## config.mk

```make
export PLATFORM = sky130hd
export DESIGN_NAME = clk_cfg_regbank
export DESIGN_NICKNAME = d
export VERILOG_FILES = /design/src/rtl/clkcfg_pkg.sv /design/src/rtl/clkcfg_serial_rx.sv /design/src/rtl/clkcfg_regs.sv /design/src/rtl/clkcfg_decode.sv /design/src/rtl/clk_cfg_regbank.sv
export SDC_FILE = /design/constraint.sdc
export NUM_CORES = 1
export LEC_CHECK = 0
export BUFFER_PORTS_ARGS = -buffer_cell sky130_fd_sc_hd__buf_4
export CORE_AREA = 4 4 93 95
export DETAILED_ROUTE_END_ITERATION = 12
export DIE_AREA = 0 0 97 99
export PLACE_DENSITY_LB_ADDON = 0.15
export SETUP_SLACK_MARGIN = 0.5
export SKIP_CTS_REPAIR_TIMING = 1
export SYNTH_ARGS = -nofsm -noshare
export SYNTH_HDL_FRONTEND = slang
export SYNTH_SLANG_ARGS = --single-unit
```

## constraint.sdc

```tcl
create_clock -name clk_i -period 1.6 [get_ports clk_i]
set_input_delay 0.4 -clock clk_i [delete_from_list [all_inputs] [get_ports clk_i]]
set_output_delay 0.4 -clock clk_i [all_outputs]
set_load 0.005 [all_outputs]
```

## src/rtl/clkcfg_pkg.sv

```systemverilog
`timescale 1ns/1ps
package clkcfg_pkg;
  localparam int NUM_BYTES = 4;
  localparam int IDX_W     = 3;
  localparam int CTRL_IDX  = 0;
  localparam int CPU_IDX   = 1;
  localparam int PCI_IDX   = 2;
  localparam int PER_IDX   = 3;
  localparam int PREAMBLE  = 3;  // address, command, count

  typedef enum logic [1:0] {MODE_NORMAL, MODE_TEST, MODE_SPREAD, MODE_HIZ} out_mode_e;
  typedef enum logic [1:0] {RX_IDLE, RX_BITS, RX_ACK, RX_SKIP} rx_state_e;

  function automatic logic [7:0] rst_val(int i);
    case (i)
      CPU_IDX: return 8'h0F;
      PCI_IDX: return 8'hFF;
      PER_IDX: return 8'h37;
      default: return 8'h00;
    endcase
  endfunction

  function automatic logic [7:0] wr_mask(int i);
    case (i)
      CPU_IDX: return 8'h0F;
      PCI_IDX: return 8'hFF;
      PER_IDX: return 8'h37;
      default: return 8'hFB;
    endcase
  endfunction
endpackage

```

## src/rtl/clkcfg_serial_rx.sv

```systemverilog
`timescale 1ns/1ps
module clkcfg_serial_rx
  import clkcfg_pkg::*;
#(
  parameter logic [6:0] SLAVE_ADDR  = 7'h69,
  parameter int         SYNC_STAGES = 2
) (
  input  logic             clk_i,
  input  logic             rst_ni,
  input  logic             scl_i,
  input  logic             sda_i,
  output logic             sda_oe_o,
  output logic             wr_o,
  output logic [IDX_W-1:0] wr_idx_o,
  output logic [7:0]       wr_data_o,
  output logic             start_o,
  output logic             stop_o
);
  localparam int CNT_W = 4;

  logic [SYNC_STAGES-1:0] scl_sync, sda_sync;
  logic scl_s, sda_s, scl_q, sda_q;
  logic scl_rise, scl_fall, start_det, stop_det;
  rx_state_e state_q;
  logic [CNT_W-1:0] bit_cnt;
  logic [IDX_W-1:0] byte_num;
  logic [7:0] shreg;
  logic matched_q;
  logic [7:0] byte_now;

  always_ff @(posedge clk_i or negedge rst_ni) begin
    if (!rst_ni) begin
      scl_sync <= '1;
      sda_sync <= '1;
      scl_q    <= 1'b1;
      sda_q    <= 1'b1;
    end else begin
      scl_sync <= {scl_sync[SYNC_STAGES-2:0], scl_i};
      sda_sync <= {sda_sync[SYNC_STAGES-2:0], sda_i};
      scl_q    <= scl_s;
      sda_q    <= sda_s;
    end
  end

  assign scl_s     = scl_sync[SYNC_STAGES-1];
  assign sda_s     = sda_sync[SYNC_STAGES-1];
  assign scl_rise  = scl_s & ~scl_q;
  assign scl_fall  = ~scl_s & scl_q;
  assign start_det = scl_s & scl_q & sda_q & ~sda_s;
  assign stop_det  = scl_s & scl_q & ~sda_q & sda_s;
  assign byte_now  = {shreg[6:0], sda_s};

  always_ff @(posedge clk_i or negedge rst_ni) begin
    if (!rst_ni) begin
      state_q   <= RX_IDLE;
      bit_cnt   <= '0;
      byte_num  <= '0;
      shreg     <= '0;
      matched_q <= 1'b0;
      sda_oe_o  <= 1'b0;
      wr_o      <= 1'b0;
      wr_idx_o  <= '0;
      wr_data_o <= '0;
      start_o   <= 1'b0;
      stop_o    <= 1'b0;
    end else begin
      wr_o    <= 1'b0;
      start_o <= start_det;
      stop_o  <= stop_det & matched_q;
      if (start_det) begin
        state_q   <= RX_BITS;
        bit_cnt   <= '0;
        byte_num  <= '0;
        matched_q <= 1'b0;
        sda_oe_o  <= 1'b0;
      end else if (stop_det) begin
        state_q   <= RX_IDLE;
        matched_q <= 1'b0;
        sda_oe_o  <= 1'b0;
      end else begin
        unique case (state_q)
          RX_BITS: begin
            if (scl_rise && bit_cnt < CNT_W'(8)) begin
              shreg   <= byte_now;
              bit_cnt <= bit_cnt + 1'b1;
              if (bit_cnt == CNT_W'(7)) begin
                if (byte_num == '0) begin
                  if (shreg[6:0] == SLAVE_ADDR && !sda_s) matched_q <= 1'b1;
                  else state_q <= RX_SKIP;
                end else if (byte_num >= IDX_W'(PREAMBLE)) begin
                  wr_o      <= 1'b1;
                  wr_idx_o  <= byte_num - IDX_W'(PREAMBLE);
                  wr_data_o <= byte_now;
                end
              end
            end else if (scl_fall && bit_cnt == CNT_W'(8)) begin
              state_q  <= RX_ACK;
              sda_oe_o <= 1'b1;
            end
          end
          RX_ACK: begin
            if (scl_fall) begin
              sda_oe_o <= 1'b0;
              state_q  <= RX_BITS;
              bit_cnt  <= '0;
              if (byte_num != '1) byte_num <= byte_num + 1'b1;
            end
          end
          default: ;
        endcase
      end
    end
  end

  p_wr_matched_r1: assert property (@(posedge clk_i) disable iff (!rst_ni)
    wr_o |-> matched_q);
  p_ack_matched_r2: assert property (@(posedge clk_i) disable iff (!rst_ni)
    $rose(sda_oe_o) |-> matched_q);
endmodule

```

## src/rtl/clkcfg_regs.sv

```systemverilog
`timescale 1ns/1ps
module clkcfg_regs
  import clkcfg_pkg::*;
(
  input  logic                          clk_i,
  input  logic                          rst_ni,
  input  logic                          start_i,
  input  logic                          wr_i,
  input  logic [IDX_W-1:0]              idx_i,
  input  logic [7:0]                    data_i,
  input  logic                          commit_i,
  output logic [NUM_BYTES-1:0][7:0]     cfg_o
);
  logic [NUM_BYTES-1:0][7:0] shadow_q;
  logic pending_q;
  logic do_commit;

  assign do_commit = commit_i & pending_q;

  always_ff @(posedge clk_i or negedge rst_ni) begin
    if (!rst_ni) pending_q <= 1'b0;
    else if (start_i || do_commit) pending_q <= 1'b0;
    else if (wr_i && idx_i < IDX_W'(NUM_BYTES)) pending_q <= 1'b1;
  end

  for (genvar g = 0; g < NUM_BYTES; g++) begin : g_byte
    always_ff @(posedge clk_i or negedge rst_ni) begin
      if (!rst_ni) begin
        cfg_o[g]    <= rst_val(g);
        shadow_q[g] <= rst_val(g);
      end else begin
        if (start_i) shadow_q[g] <= cfg_o[g];
        else if (wr_i && idx_i == IDX_W'(g)) shadow_q[g] <= data_i & wr_mask(g);
        if (do_commit) cfg_o[g] <= shadow_q[g];
      end
    end
  end

  p_atomic_r9: assert property (@(posedge clk_i) disable iff (!rst_ni)
    !do_commit |=> $stable(cfg_o));
  p_cpu_rsvd_r6: assert property (@(posedge clk_i) disable iff (!rst_ni)
    cfg_o[CPU_IDX][7:4] == 4'h0);
endmodule

```

## src/rtl/clkcfg_decode.sv

```systemverilog
`timescale 1ns/1ps
module clkcfg_decode
  import clkcfg_pkg::*;
(
  input  logic                      clk_i,
  input  logic                      rst_ni,
  input  logic [NUM_BYTES-1:0][7:0] cfg_i,
  input  logic                      hw_sel_i,
  input  logic                      strap_i,
  output logic [2:0]                freq_code_o,
  output logic                      spread_down_o,
  output out_mode_e                 mode_o,
  output logic [3:0]                cpu_en_o,
  output logic [7:0]                pci_en_o,
  output logic [1:0]                apic_en_o,
  output logic [2:0]                ref_en_o,
  output logic                      fixed_24m_o
);
  logic strap_done_q;
  logic [7:0] ctrl;

  assign ctrl = cfg_i[CTRL_IDX];

  always_ff @(posedge clk_i or negedge rst_ni) begin
    if (!rst_ni) begin
      strap_done_q <= 1'b0;
      fixed_24m_o  <= 1'b0;
    end else if (!strap_done_q) begin
      strap_done_q <= 1'b1;
      fixed_24m_o  <= strap_i;
    end
  end

  always_comb begin
    freq_code_o   = ctrl[3] ? ctrl[6:4] : {hw_sel_i, 2'b11};
    spread_down_o = ctrl[7];
    mode_o        = out_mode_e'(ctrl[1:0]);
    cpu_en_o      = cfg_i[CPU_IDX][3:0];
    pci_en_o      = cfg_i[PCI_IDX];
    apic_en_o     = cfg_i[PER_IDX][5:4];
    ref_en_o      = cfg_i[PER_IDX][2:0];
  end

  p_strap_hold_r8: assert property (@(posedge clk_i) disable iff (!rst_ni)
    strap_done_q |=> $stable(fixed_24m_o));
endmodule

```

## src/rtl/clk_cfg_regbank.sv

```systemverilog
`timescale 1ns/1ps
module clk_cfg_regbank
  import clkcfg_pkg::*;
#(
  parameter logic [6:0] SLAVE_ADDR  = 7'h69,
  parameter int         SYNC_STAGES = 2
) (
  input  logic       clk_i,
  input  logic       rst_ni,
  input  logic       scl_i,
  input  logic       sda_i,
  output logic       sda_oe_o,
  input  logic       hw_sel_i,
  input  logic       strap_i,
  output logic [2:0] freq_code_o,
  output logic       spread_down_o,
  output logic [1:0] mode_o,
  output logic [3:0] cpu_en_o,
  output logic [7:0] pci_en_o,
  output logic [1:0] apic_en_o,
  output logic [2:0] ref_en_o,
  output logic       fixed_24m_o
);
  logic             wr, start, stop;
  logic [IDX_W-1:0] wr_idx;
  logic [7:0]       wr_data;
  logic [NUM_BYTES-1:0][7:0] cfg;
  out_mode_e        mode;

  clkcfg_serial_rx #(.SLAVE_ADDR(SLAVE_ADDR), .SYNC_STAGES(SYNC_STAGES)) u_rx (
    .clk_i, .rst_ni, .scl_i, .sda_i, .sda_oe_o,
    .wr_o(wr), .wr_idx_o(wr_idx), .wr_data_o(wr_data),
    .start_o(start), .stop_o(stop)
  );

  clkcfg_regs u_regs (
    .clk_i, .rst_ni, .start_i(start), .wr_i(wr), .idx_i(wr_idx),
    .data_i(wr_data), .commit_i(stop), .cfg_o(cfg)
  );

  clkcfg_decode u_dec (
    .clk_i, .rst_ni, .cfg_i(cfg), .hw_sel_i, .strap_i,
    .freq_code_o, .spread_down_o, .mode_o(mode), .cpu_en_o, .pci_en_o,
    .apic_en_o, .ref_en_o, .fixed_24m_o
  );

  assign mode_o = mode;
endmodule

```

======== Word-level counts from Yosys, hierarchy flattened ========
Cells that the tools add are included.
storage, ports and cells
  register bits ........................... 105
  latch bits .............................. 0
  memory bits (writable) .................. 0
  ROM bits ................................ 0
  bits of input ports ..................... 6
  output and inout port bits .............. 25
  logic and storage cells ................. 151
  memories ................................ 0
operators by class
  $add $sub $neg .......................... 3
  multipliers ............................. 0
  divide/modulo/power cells ............... 0
  order comparisons ....................... 3
  equality and inequality tests ........... 19
  shift operators ......................... 0
  multiplexer cells ....................... 50
  bitwise logic cells ..................... 16
  reductions and logical operators ........ 34
operators by type and width
  operator             count
  $mux 8               8
  $mux 1               21
  $mux 3               6
  $reduce_bool 3->1    6
  $mux 2               8
  $mux 4               4
  $reduce_and 4->1     4
  $reduce_bool 2->1    8
  $ne 5x3->1 const B   3
  $and 1x1->1          9
  $logic_and 1x1->1    8
  $ne 4x1->1 const B   2
  $pmux 4 s2           1
  $eq 7x7->1 const B   1
  $not 1->1            7
  $reduce_and 7->1     1
  $eq 3x2->1 const B   2
  $logic_not 3->1      2
  $ne 3x1->1 const B   2
  $reduce_and 6->1     1
  $ne 5x1->1 const B   1
  $reduce_and 5->1     1
  $add 4x1->4 const B  1
  $eq 4x3->1 const B   1
  17 further kinds     17

======== Depth between registers and ports, before layout ========
Gate-level depths: netlist of run 1.
  depth after elaboration ................. 9
  mapped depth ............................ 8
  gate-level depth less buffers ........... 7

======== By module ========
A second synthesis of run 1 with hierarchy kept.
unflattened totals
  cells, all modules ...................... 371
  area total of the unflattened synthesis .. 4752.1 um^2
by module, submodules not included
  module            instances  cells an instance  area each (um^2)  seq. area each (um^2)
  clkcfg_regs       1          205                2777.7            1669.1
  clkcfg_serial_rx  1          139                1731.7            958.4
  clkcfg_decode     1          27                 242.7             50.0

======== Worst setup path before layout of run 1 ========
No wires, ideal clock.
  kind .................................... register to register
  from .................................... register u_rx.byte_num[0]
  to ...................................... register u_rx.wr_data_o[0]
  data arrival time ....................... 1.611 ns
  required time ........................... 1.473 ns
  setup slack ............................. -0.139 ns
  stages on the path, launching flop included .. 8
  path buffers ............................ 1
  period minus slack after synthesis ...... 1.739 ns
  path through ............................ dfrtp_1 ha_1 ha_1 a21oi_1 o21ai_0 nand4_4 buf_6 mux2_1
on the way
  cells in the longest elaborated chain, start to end .. 3
  elaborated cells on any way between the ends .. 4
  those cells by class .................... order compare: 1; bitwise: 1; reduce/logical: 2
RTL lines
  element                                             RTL line                 text
  start: declaration                                  clkcfg_serial_rx.sv:26   logic [IDX_W-1:0] byte_num;
  start signal: assignment                            clkcfg_serial_rx.sv:106  if (byte_num != '1) byte_num <= byte_num + 1'b1;
  branches (longest 2 deep; another with $ge 3x2->1)  -
  $reduce_and 7->1 (no source line) *                 -
  end signal: assignment                              clkcfg_serial_rx.sv:93   wr_data_o <= byte_now;
  end: declaration                                    clkcfg_serial_rx.sv:15   output logic [7:0] wr_data_o,
Every way passes the cells marked *.
A chain may end at the register's enable or synchronous reset.

======== Worst setup path in the final report of run 1 ========
  from .................................... register u_rx.state_q[0]
  to ...................................... register u_rx.bit_cnt[2]
on the way
  cells in the longest elaborated chain, start to end .. 4
  elaborated cells on any way between the ends .. 9
  those cells by class .................... eq/ne: 4; mux: 3; reduce/logical: 2
RTL lines
  element                                   RTL line                text
  start: declaration                        clkcfg_serial_rx.sv:24  rx_state_e state_q;
  start signal: assignment                  clkcfg_serial_rx.sv:55  state_q <= RX_IDLE;
  start signal: assignment                  clkcfg_serial_rx.sv:71  state_q <= RX_BITS;
  start signal: assignment                  clkcfg_serial_rx.sv:77  state_q <= RX_IDLE;
  $eq 2x2->1 or $eq 2x1->1 (tied branches)  clkcfg_serial_rx.sv:81  unique case (state_q)
  $pmux 4 s2                                clkcfg_serial_rx.sv:81
  $mux 4                                    clkcfg_serial_rx.sv:76  end else if (stop_det) begin
  $mux 4                                    clkcfg_serial_rx.sv:70  if (start_det) begin
  end signal: assignment                    clkcfg_serial_rx.sv:85  bit_cnt <= bit_cnt + 1'b1;
  end: declaration                          clkcfg_serial_rx.sv:25  logic [CNT_W-1:0] bit_cnt;
Parallel ways exist; a longest one is shown, timed or not. The select of a mux whose other input is x is not followed.

==> results.json, run 1 <==
{
  "slowest_stage": "dfrtp_1",
  "power_density_nw_per_um2": 1088,
  "overflow": 0,
  "num_vias": 2685,
  "antenna_found_initial": 0,
  "die_h_um": 99,
  "wl_per_cell_um": 16.87,
  "power.leakage_nw": 2.582,
  "ys_seq_elements": 89,
  "ioPinCount": 31,
  "hpwl_um": 5432,
  "synth_nets": 342,
  "io_buffers": 30,
  "maxCapViolCount": 0,
  "rsz0062_at_grt": "yes",
  "holdWs_ns": -0.02991,
  "synth.area.top_cells": "dfrtp_1 (30%), dfstp_2 (26%), mux2_2 (9.6%)",
  "total_power_mw": 6.099,
  "antenna_cells": 0,
  "peakVddDrop_mv": 0.8744,
  "synth_cells": 328,
  "crit_required_ns": 1.83,
  "violations": "hold timing, setup timing",
  "cts_buffers": 9,
  "synthMostInstantiatedCell": "dfrtp_1",
  "r2r_slack_ns": -0.15,
  "die_w_um": 97,
  "root_buffer": "clkbuf_8",
  "dieArea_um2": 9603,
  "crit_path_max_fanout": 4,
  "drt-vias-per-instance": 5.234,
  "synthArstFlopShare_pct": 100.0,
  "ant_nets": 0,
  "clk-insertion-delay-late_ns": 0.36,
  "skew_ns": 0.02209,
  "routabilityCongestion": 0.8460,
  "clock_path_buffers": 2,
  "ys_types": 48,
  "min_period_ns": 1.751,
  "synth_top_area_share_pct": 29.91,
  "grt_start_max_net_pins": 50,
  "timing.fmax_mhz": 571.2,
  "tns_ns": -1.862,
  "clk_pin_slew_ns": 0.10,
  "drtPass1Iterations": 6,
  "path_class": "reg2reg",
  "drv_slew": 0,
  "nets": 420,
  "crit_path_end_kind": "register",
  "cp-start-kind": "register",
  "track_usage_pct": 16.99,
  "ys.warnings.count": 0,
  "grt_pass1_wl_um": 13230,
  "syn_area_per_cell_um2": 12.50,
  "num_rows": 32,
  "clkSinkCount": 89,
  "cpLargestDelayFamily": "compound AO/OA/AOI/OAI gates",
  "worst_slack_ns": -0.1506,
  "netlist_area_um2": 4100,
  "cts_tree": "built",
  "ys.flop_type": "dfrtp_1",
  "setup_viol": 18,
  "utilization_pct": 72.54,
  "core_um2": 7727,
  "cp_num_buf_inv": 1,
  "synth-edff-count": 0,
  "yosys.area.top_type": "dfrtp_1",
  "area_growth_pct": 36.71,
  "crit_path_cell_trace": "inv_2 -> ha_4 -> a211o_1 -> a22oi_2 -> o21ai_2 -> a221o_1",
  "ys_seq_area_share_pct": 55.54,
  "h-tree-depth": 3,
  "min_path_type": "in2async",
  "wl_um": 8655,
  "period_share_pct": 109.4,
  "initialDrtViolationCount": 99,
  "finalHoldViolations": 17,
  "first_global_vias": 2625,
  "slowest_delay_ns": 0.43,
  "drc": 0,
  "yosys-top-cells-count": "dfrtp_1 (49), dfstp_2 (40), mux2_2 (35)",
  "outcome": "complete, but fails checks",
  "start_util_pct": 53.06,
  "drive_gt1_share_pct": 58.88,
  "arrival_ns": 1.98
}
## layout by cell type (no fill, tap or decap), types with 9 or more instances in the layout
master    Yosys  routed
buf_4        20      51
buf_6         1      38
clkbuf_8      1       9
dfrtp_1      49      44
dfstp_2      40      40
mux2_4        0      42
mux2i_1      25      25
nand2_1      34      31
o21ai_1      14      28
## worst paths after layout
kind	from	endpoint	cells past startpoint
max	u_rx.state_q[0]	u_rx.bit_cnt[2]	6
min	rst_ni	u_dec.fixed_24m_o	1
max reg2reg	u_rx.state_q[0]	u_rx.bit_cnt[2]	6
min reg2reg	u_rx.sda_sync[0]	u_rx.sda_sync[1]	0
max in group asynchronous	rst_ni	u_rx.sda_q	2
min in group clk_i	sda_i	u_rx.sda_sync[0]	1
## kinds of logic (layout without fill, tap and decap cells)
group | after synthesis | after routing | synth area share [%]
multiplexers | 71 | 71 | 18.74
other | 1 | 1 | 0.09146
adder cells (fa/ha/maj) | 8 | 8 | 2.441
XOR/XNOR | 1 | 1 | 0.2136
AND/OR/NAND/NOR | 70 | 70 | 9.796
buffers and inverters | 39 | 122 | 5.889
AO/OA/AOI/OAI | 49 | 49 | 7.294
flip-flops | 89 | 89 | 55.54
## per-stage QoR
step,instance area (um^2),setup WS [ns],instances,hold WS (ns)
2_1_floorplan,4265,-0.09261,328,0.1044
3_3_place_gp,4727,-0.1463,465,0.3472
3_5_place_dp,4727,-0.1975,465,0.3535
4_1_cts,4975,-0.1973,481,-0.02574
5_1_grt,5605,-0.2411,513,-0.01882
6_report,5605,-0.1506,513,-0.02991
## power breakdown
group          switching (mW)  internal, mW  total (mW)
registers               0.192          2.44        2.63
clock network           0.839          1.05        1.89
logic                   0.699         0.879        1.58
## metal layers
metal	global-route usage, %	vias up	share of wire (%)
met5	0	-	0
met4	4.752	0	1.2
met3	3.043	12	2.3
met2	28.50	32	51
met1	22.81	1359	45
li1	-	1282	-
## flip-flops by register name (all words and copies together), names as in the netlist, 2 cells and up
name,flops
u_rx.byte_num,3
u_rx.wr_idx_o,3
u_rx.shreg,7
u_rx.state_q,2
u_regs.cfg_o,24
u_rx.scl_sync,2
u_regs.shadow_q,24
u_rx.wr_data_o,8
u_rx.sda_sync,2
u_rx.bit_cnt,4
## cell type report
cell class | count | area (um^2)
repair buffers | 98 | 996.0
fillers | 515 | 2122
inverters | 8 | 30.03
clock buffers | 9 | 123.9
well taps | 102 | 127.6
clock inverters | 7 | 123.9
flip-flops and latches | 89 | 2283
multi-input cells | 200 | 1921
(Power assumes the default switching activity.)
==> inputs of run 2 (changes only) <==
--- a/constraint.sdc
+++ b/constraint.sdc
@@ -3,2 +3,2 @@
 set_output_delay 0.4 -clock clk_i [all_outputs]
-set_load 0.005 [all_outputs]
+set_load 0.1 [all_outputs]
==> run 2 against run 1 <==
Net effect:
- the flow finishes with violations (setup timing)
- final area up 5.7%
- total power rose by 4.0%
- count of clock-buffer cells in the layout up 1
- first-iteration DRC count is 2.0% higher
- final cell count rose by 0.78%
- critical endpoint unchanged
==> results.json, run 2 (synthesis gave the netlist of run 1 again) <==
{
  "clkSinkCount": 89,
  "track_usage_pct": 17.46,
  "dieArea_um2": 9603,
  "h-tree-depth": 3,
  "arrival_ns": 1.99,
  "holdWs_ns": 0.1425,
  "violations": "setup timing",
  "crit_required_ns": 1.85,
  "most-common-layout-cells": "buf_4 (49), mux2_4 (41), dfrtp_1 (41)",
  "skew_ns": 0.009002,
  "regArea_um2": 2287,
  "die_w_um": 97,
  "core_um2": 7727,
  "dpl.cell_count": 468,
  "rsz0062_at_grt": "yes",
  "ant_nets": 0,
  "fillCellCount": 455,
  "cts_tree": "built",
  "start_util_pct": 53.06,
  "clock_path_buffers": 2,
  "cts_buffers": 9,
  "finalNonFillerCells": 517,
  "first_global_vias": 2679,
  "num_vias": 2775,
  "io_buffers": 30,
  "power.leakage_nw": 2.665,
  "cp-start-kind": "register",
  "min_path_type": "in2reg",
  "routabilityCongestion": 0.8666,
  "drive_gt1_share_pct": 62.65,
  "drt-vias-per-instance": 5.368,
  "maxCapViolCount": 0,
  "drc": 0,
  "crit_path_end_kind": "register",
  "path_class": "reg2reg",
  "period_share_pct": 109.2,
  "grt_pass1_wl_um": 13350,
  "timing.fmax_mhz": 572.3,
  "area_growth_pct": 44.55,
  "worst_slack_ns": -0.1473,
  "place_ws_ns": -0.1508,
  "root_buffer": "clkbuf_8",
  "hpwl_um": 5579,
  "clk-insertion-delay-late_ns": 0.36,
  "finalHoldViolations": 0,
  "antenna_cells": 0,
  "wl_um": 9434,
  "multi_input_area_um2": 2006,
  "drtPass1Iterations": 4,
  "initialDrtViolationCount": 101,
  "setup_viol": 22,
  "num_rows": 32,
  "top_regs": "u_regs.cfg_o (24), u_regs.shadow_q (24), u_rx.wr_data_o (8)",
  "overflow": 0,
  "place_area_um2": 4745,
  "design_area_um2": 5927,
  "drv_slew": 0,
  "antenna_found_initial": 0,
  "clk_pin_slew_ns": 0.09,
  "die_h_um": 99,
  "min_period_ns": 1.747,
  "outcome": "complete, but fails checks",
  "peakVddDrop_mv": 1.040,
  "power_density_nw_per_um2": 1071,
  "utilization_pct": 76.70,
  "grt_start_max_net_pins": 40,
  "final_common_cell": "buf_4",
  "nets": 424,
  "crit_path_max_fanout": 4,
  "ioPinCount": 31,
  "wl_per_cell_um": 18.25
}
[run 2: final timing paths]
check                                 start          endpoint  slack [ns]  cells after the start
setup / recovery            u_rx.state_q[1]   u_rx.bit_cnt[2]       -0.15                      5
hold / removal                        sda_i  u_rx.sda_sync[0]        0.14                      1
setup reg to reg            u_rx.state_q[1]   u_rx.bit_cnt[2]       -0.15                      5
hold reg to reg            u_rx.sda_sync[0]  u_rx.sda_sync[1]        0.36                      0
max in group asynchronous            rst_ni        u_rx.scl_q        0.61                      3
min in group asynchronous            rst_ni  u_regs.pending_q        0.45                      2
[run 2: layer usage]
layer	track usage, %	share of wire [%]
met5	0	0
met4	8.207	2.1
met3	2.831	2.6
met2	27.49	52
met1	23.76	43
[run 2: cell type report]
class | count | share of cell area [%]
Sequential cell | 89 | 38.59
Clock buffer | 10 | 2.322
Multi-Input combinational cell | 200 | 33.84
Timing Repair Buffer | 102 | 21.36
Inverter | 8 | 0.5067
Tap cell | 102 | 2.153
Clock inverter | 6 | 1.224
[run 2: where the power goes]
part | internal, mW | switching [mW] | total (mW)
combinational | 1.09 | 0.966 | 2.06
sequential | 2.44 | 0.208 | 2.65
clock | 0.788 | 0.850 | 1.64
total | 4.32 | 2.02 | 6.34
[run 2: worst max-delay path: stages (launching register included)]
cell and delay [ns]:
dfrtp_1 0.44, ha_4 0.27, a211o_1 0.32, a22oi_2 0.18
o21ai_2 0.11, a221o_1 0.32
[run 2: stage by stage]
| step | setup TNS [ns] | total power, mW |
|---|---|---|
| global placement | -0.5515 | 4.132 |
| CTS | -1.816 | 5.808 |
| global route | -3.261 | 6.675 |
| detailed placement | -0.9789 | 4.170 |
| floorplan | -0.5866 | 3.625 |
| finish | -1.349 | 6.345 |
==> inputs of run 3 (changes only) <==
Settings changed: ABC_AREA from default to 1.
Clock period 1.6 ns to 1.43 ns, I/O delays scaled along.
==> run 3 against run 2 <==
Net effect:
- the flow finishes with violations (hold timing, setup timing)
- wire length rose by 19%
- sequential power rose by 11%
- count of clock-buffer cells in the layout rose by 2
- worst setup slack improved by 0.021 ns
- critical path depth fell by 1
- combinational power fell by 3%
- final cell count rose by 15%
- flip-flop and latch count did not move
- largest power group unchanged
==> results.json, run 3 <==
{
  "crit_path_end_kind": "output port",
  "clkSinkCount": 89,
  "crit_required_ns": 1.07,
  "syn_area_per_cell_um2": 9.973,
  "grt_start_max_net_pins": 65,
  "utilization_pct": 80.57,
  "overflow": 0,
  "ioPinCount": 31,
  "skew_ns": 0.01694,
  "die_w_um": 97,
  "nets": 501,
  "crit_end": "freq_code_o[2]",
  "violations": "hold timing, setup timing",
  "num_rows": 32,
  "dpl.cell_count": 532,
  "root_buffer": "clkbuf_8",
  "power.leakage_nw": 2.736,
  "synth.area.top_cells": "dfrtp_1 (30%), dfstp_2 (25%), nand2_1 (7.2%)",
  "rsz0062_at_grt": "yes",
  "swShare_pct": 34.30,
  "netlist_area_um2": 4129,
  "min_path_type": "in2async",
  "area_growth_pct": 50.79,
  "p_int_mw": 4.453,
  "r2r_end": "u_rx.wr_idx_o[0]",
  "antenna_cells": 0,
  "top_regs": "u_regs.cfg_o (24), u_regs.shadow_q (24), u_rx.wr_data_o (8)",
  "ys.warnings.count": 0,
  "num_vias": 3244,
  "cts_tree": "built",
  "die_h_um": 99,
  "holdWs_ns": -0.01596,
  "wl_um": 11270,
  "core_um2": 7727,
  "crit_path_start": "u_regs.cfg_o[3]",
  "peakVddDrop_mv": 1.111,
  "r2r_slack_ns": -0.11,
  "synthArstFlopShare_pct": 100.0,
  "yosys-top-cells-count": "nand2_1 (79), dfrtp_1 (49), inv_1 (46)",
  "maxCapViolCount": 0,
  "dieArea_um2": 9603,
  "tns_ns": -2.307,
  "most-common-layout-cells": "dfrtp_1 (40), dfstp_2 (40), nand2_1 (39)",
  "ys.flop_type": "dfrtp_1",
  "drtPass1Iterations": 5,
  "ys_types": 33,
  "ant_nets": 0,
  "synth_nets": 428,
  "first_global_vias": 2834,
  "pwr-share-clk_pct": 27.1,
  "synth-edff-count": 0,
  "timing.fmax_mhz": 642.7,
  "period_share_pct": 108.8,
  "routabilityCongestion": 0.7900,
  "synth_cells": 414,
  "min_period_ns": 1.556,
  "io_buffers": 30,
  "wl_per_cell_um": 18.97,
  "finalNonFillerCells": 594,
  "setup_viol": 35,
  "hpwl_um": 5264,
  "total_power_mw": 6.778,
  "ys_seq_area_share_pct": 55.15,
  "p_sw_mw": 2.325,
  "start_util_pct": 53.43,
  "finalHoldViolations": 5,
  "power_density_nw_per_um2": 1089,
  "drt-vias-per-instance": 5.461,
  "power_frac_comb_pct": 29.6,
  "ys_seq_elements": 89,
  "synth_top_area_share_pct": 29.70,
  "cp-start-kind": "register",
  "seq_power_share_pct": 43.3,
  "drc": 0,
  "grt_pass1_wl_um": 13340,
  "h-tree-depth": 3,
  "rr_startpoint": "u_rx.byte_num[2]",
  "drv_slew": 0,
  "initialDrtViolationCount": 125,
  "track_usage_pct": 17.16,
  "antenna_found_initial": 0,
  "r2r_cells": 8,
  "synthMostInstantiatedCell": "nand2_1",
  "outcome": "complete, but fails checks",
  "cts_buffers": 9,
  "clock_path_buffers": 2,
  "path_class": "reg2out",
  "design_area_um2": 6226,
  "crit_path_max_fanout": 5,
  "arrival_ns": 1.20,
  "drive_gt1_share_pct": 67.89,
  "worst_slack_ns": -0.1259,
  "yosys.area.top_type": "dfrtp_1",
  "clk-insertion-delay-late_ns": 0.36,
  "place_area_um2": 4584,
  "clk_pin_slew_ns": 0.10
}
run 3: changes by cell type in the layout (fill, tap and decap cells not counted), sizes merged, moves of 5 or more:
cell    delta
mux2      -25
nand2b     -6
a21oi     +19
nor2      +11
nor3b      -5
inv       +37
nand3      +9
o21ai     +22
nand2     +59
clkinv     +7
buf       -13
mux2i     -25
run 3: critical path: stages, from the launching register on:
cell,delay [ns]
dfrtp_2,0.45
inv_1,0.07
nand2_1,0.06
nand2_2,0.08
buf_12,0.17
run 3: worst min path at each step:
stage,start,to,slack [ns],cells past startpoint
global placement,u_rx.scl_sync[0],u_rx.scl_sync[1],0.35,0
floorplan,rst_ni,u_dec.strap_done_q,0.06,0
detailed placement,u_rx.sda_sync[0],u_rx.sda_sync[1],0.35,0
CTS,rst_ni,u_regs.shadow_q[6],0.003,2
finish,rst_ni,u_regs.shadow_q[6],-0.02,2
global route,rst_ni,u_regs.shadow_q[6],-0.002,2
run 3: power groups by stage:
stage	sequential [mW]	combinational [mW]	clock (mW)
finish	2.94	2.00	1.84
global route	2.96	2.17	1.97
CTS	2.88	1.45	1.85
detailed placement	2.93	1.44	0
global placement	2.92	1.41	0
floorplan	3.04	0.967	0
run 3: layout make-up:
type | count | area [um^2]
Tap cell | 102 | 127.6
Fill cell | 391 | 1501
Clock inverter | 4 | 28.78
Sequential cell | 89 | 2296
Timing Repair Buffer | 88 | 1177
Inverter | 51 | 239.0
Multi-Input combinational cell | 247 | 2153
Clock buffer | 12 | 187.7
Timing Repair inverter | 1 | 16.27
run 3: kinds of logic (layout without fill, tap and decap cells):
family | after synthesis | in the layout | synth area share [%]
muxes | 21 | 21 | 5.727
and+or+nand+nor | 130 | 131 | 14.61
other | 1 | 1 | 0.09082
xor gates and xnor gates | 1 | 1 | 0.2122
DFF | 89 | 89 | 55.15
buffers and inverters | 79 | 156 | 9.636
AOI/OAI and AO/OA | 85 | 85 | 12.15
adders and majority gates | 8 | 8 | 2.424
run 3: per-layer routing:
| layer | part of all wire, % | track usage (%) | up-vias | wire [um] |
|---|---|---|---|---|
| met5 | 0 | 0 | - | 0 |
| met4 | 1.9 | 5.940 | 0 | 213 |
| met3 | 4.1 | 4.176 | 20 | 460 |
| met2 | 54 | 28.66 | 85 | 6090 |
| met1 | 40 | 21.93 | 1652 | 4507 |
| li1 | - | - | 1487 | - |
run 3: metrics by stage:
step           setup WS (ns)  hold WS [ns]
6_report             -0.1259      -0.01596
5_1_grt              -0.1751     -0.002335
4_1_cts              -0.2795      0.002844
3_5_place_dp        0.002561        0.3475
3_3_place_gp         0.02401        0.3476
2_1_floorplan        0.05572       0.06191
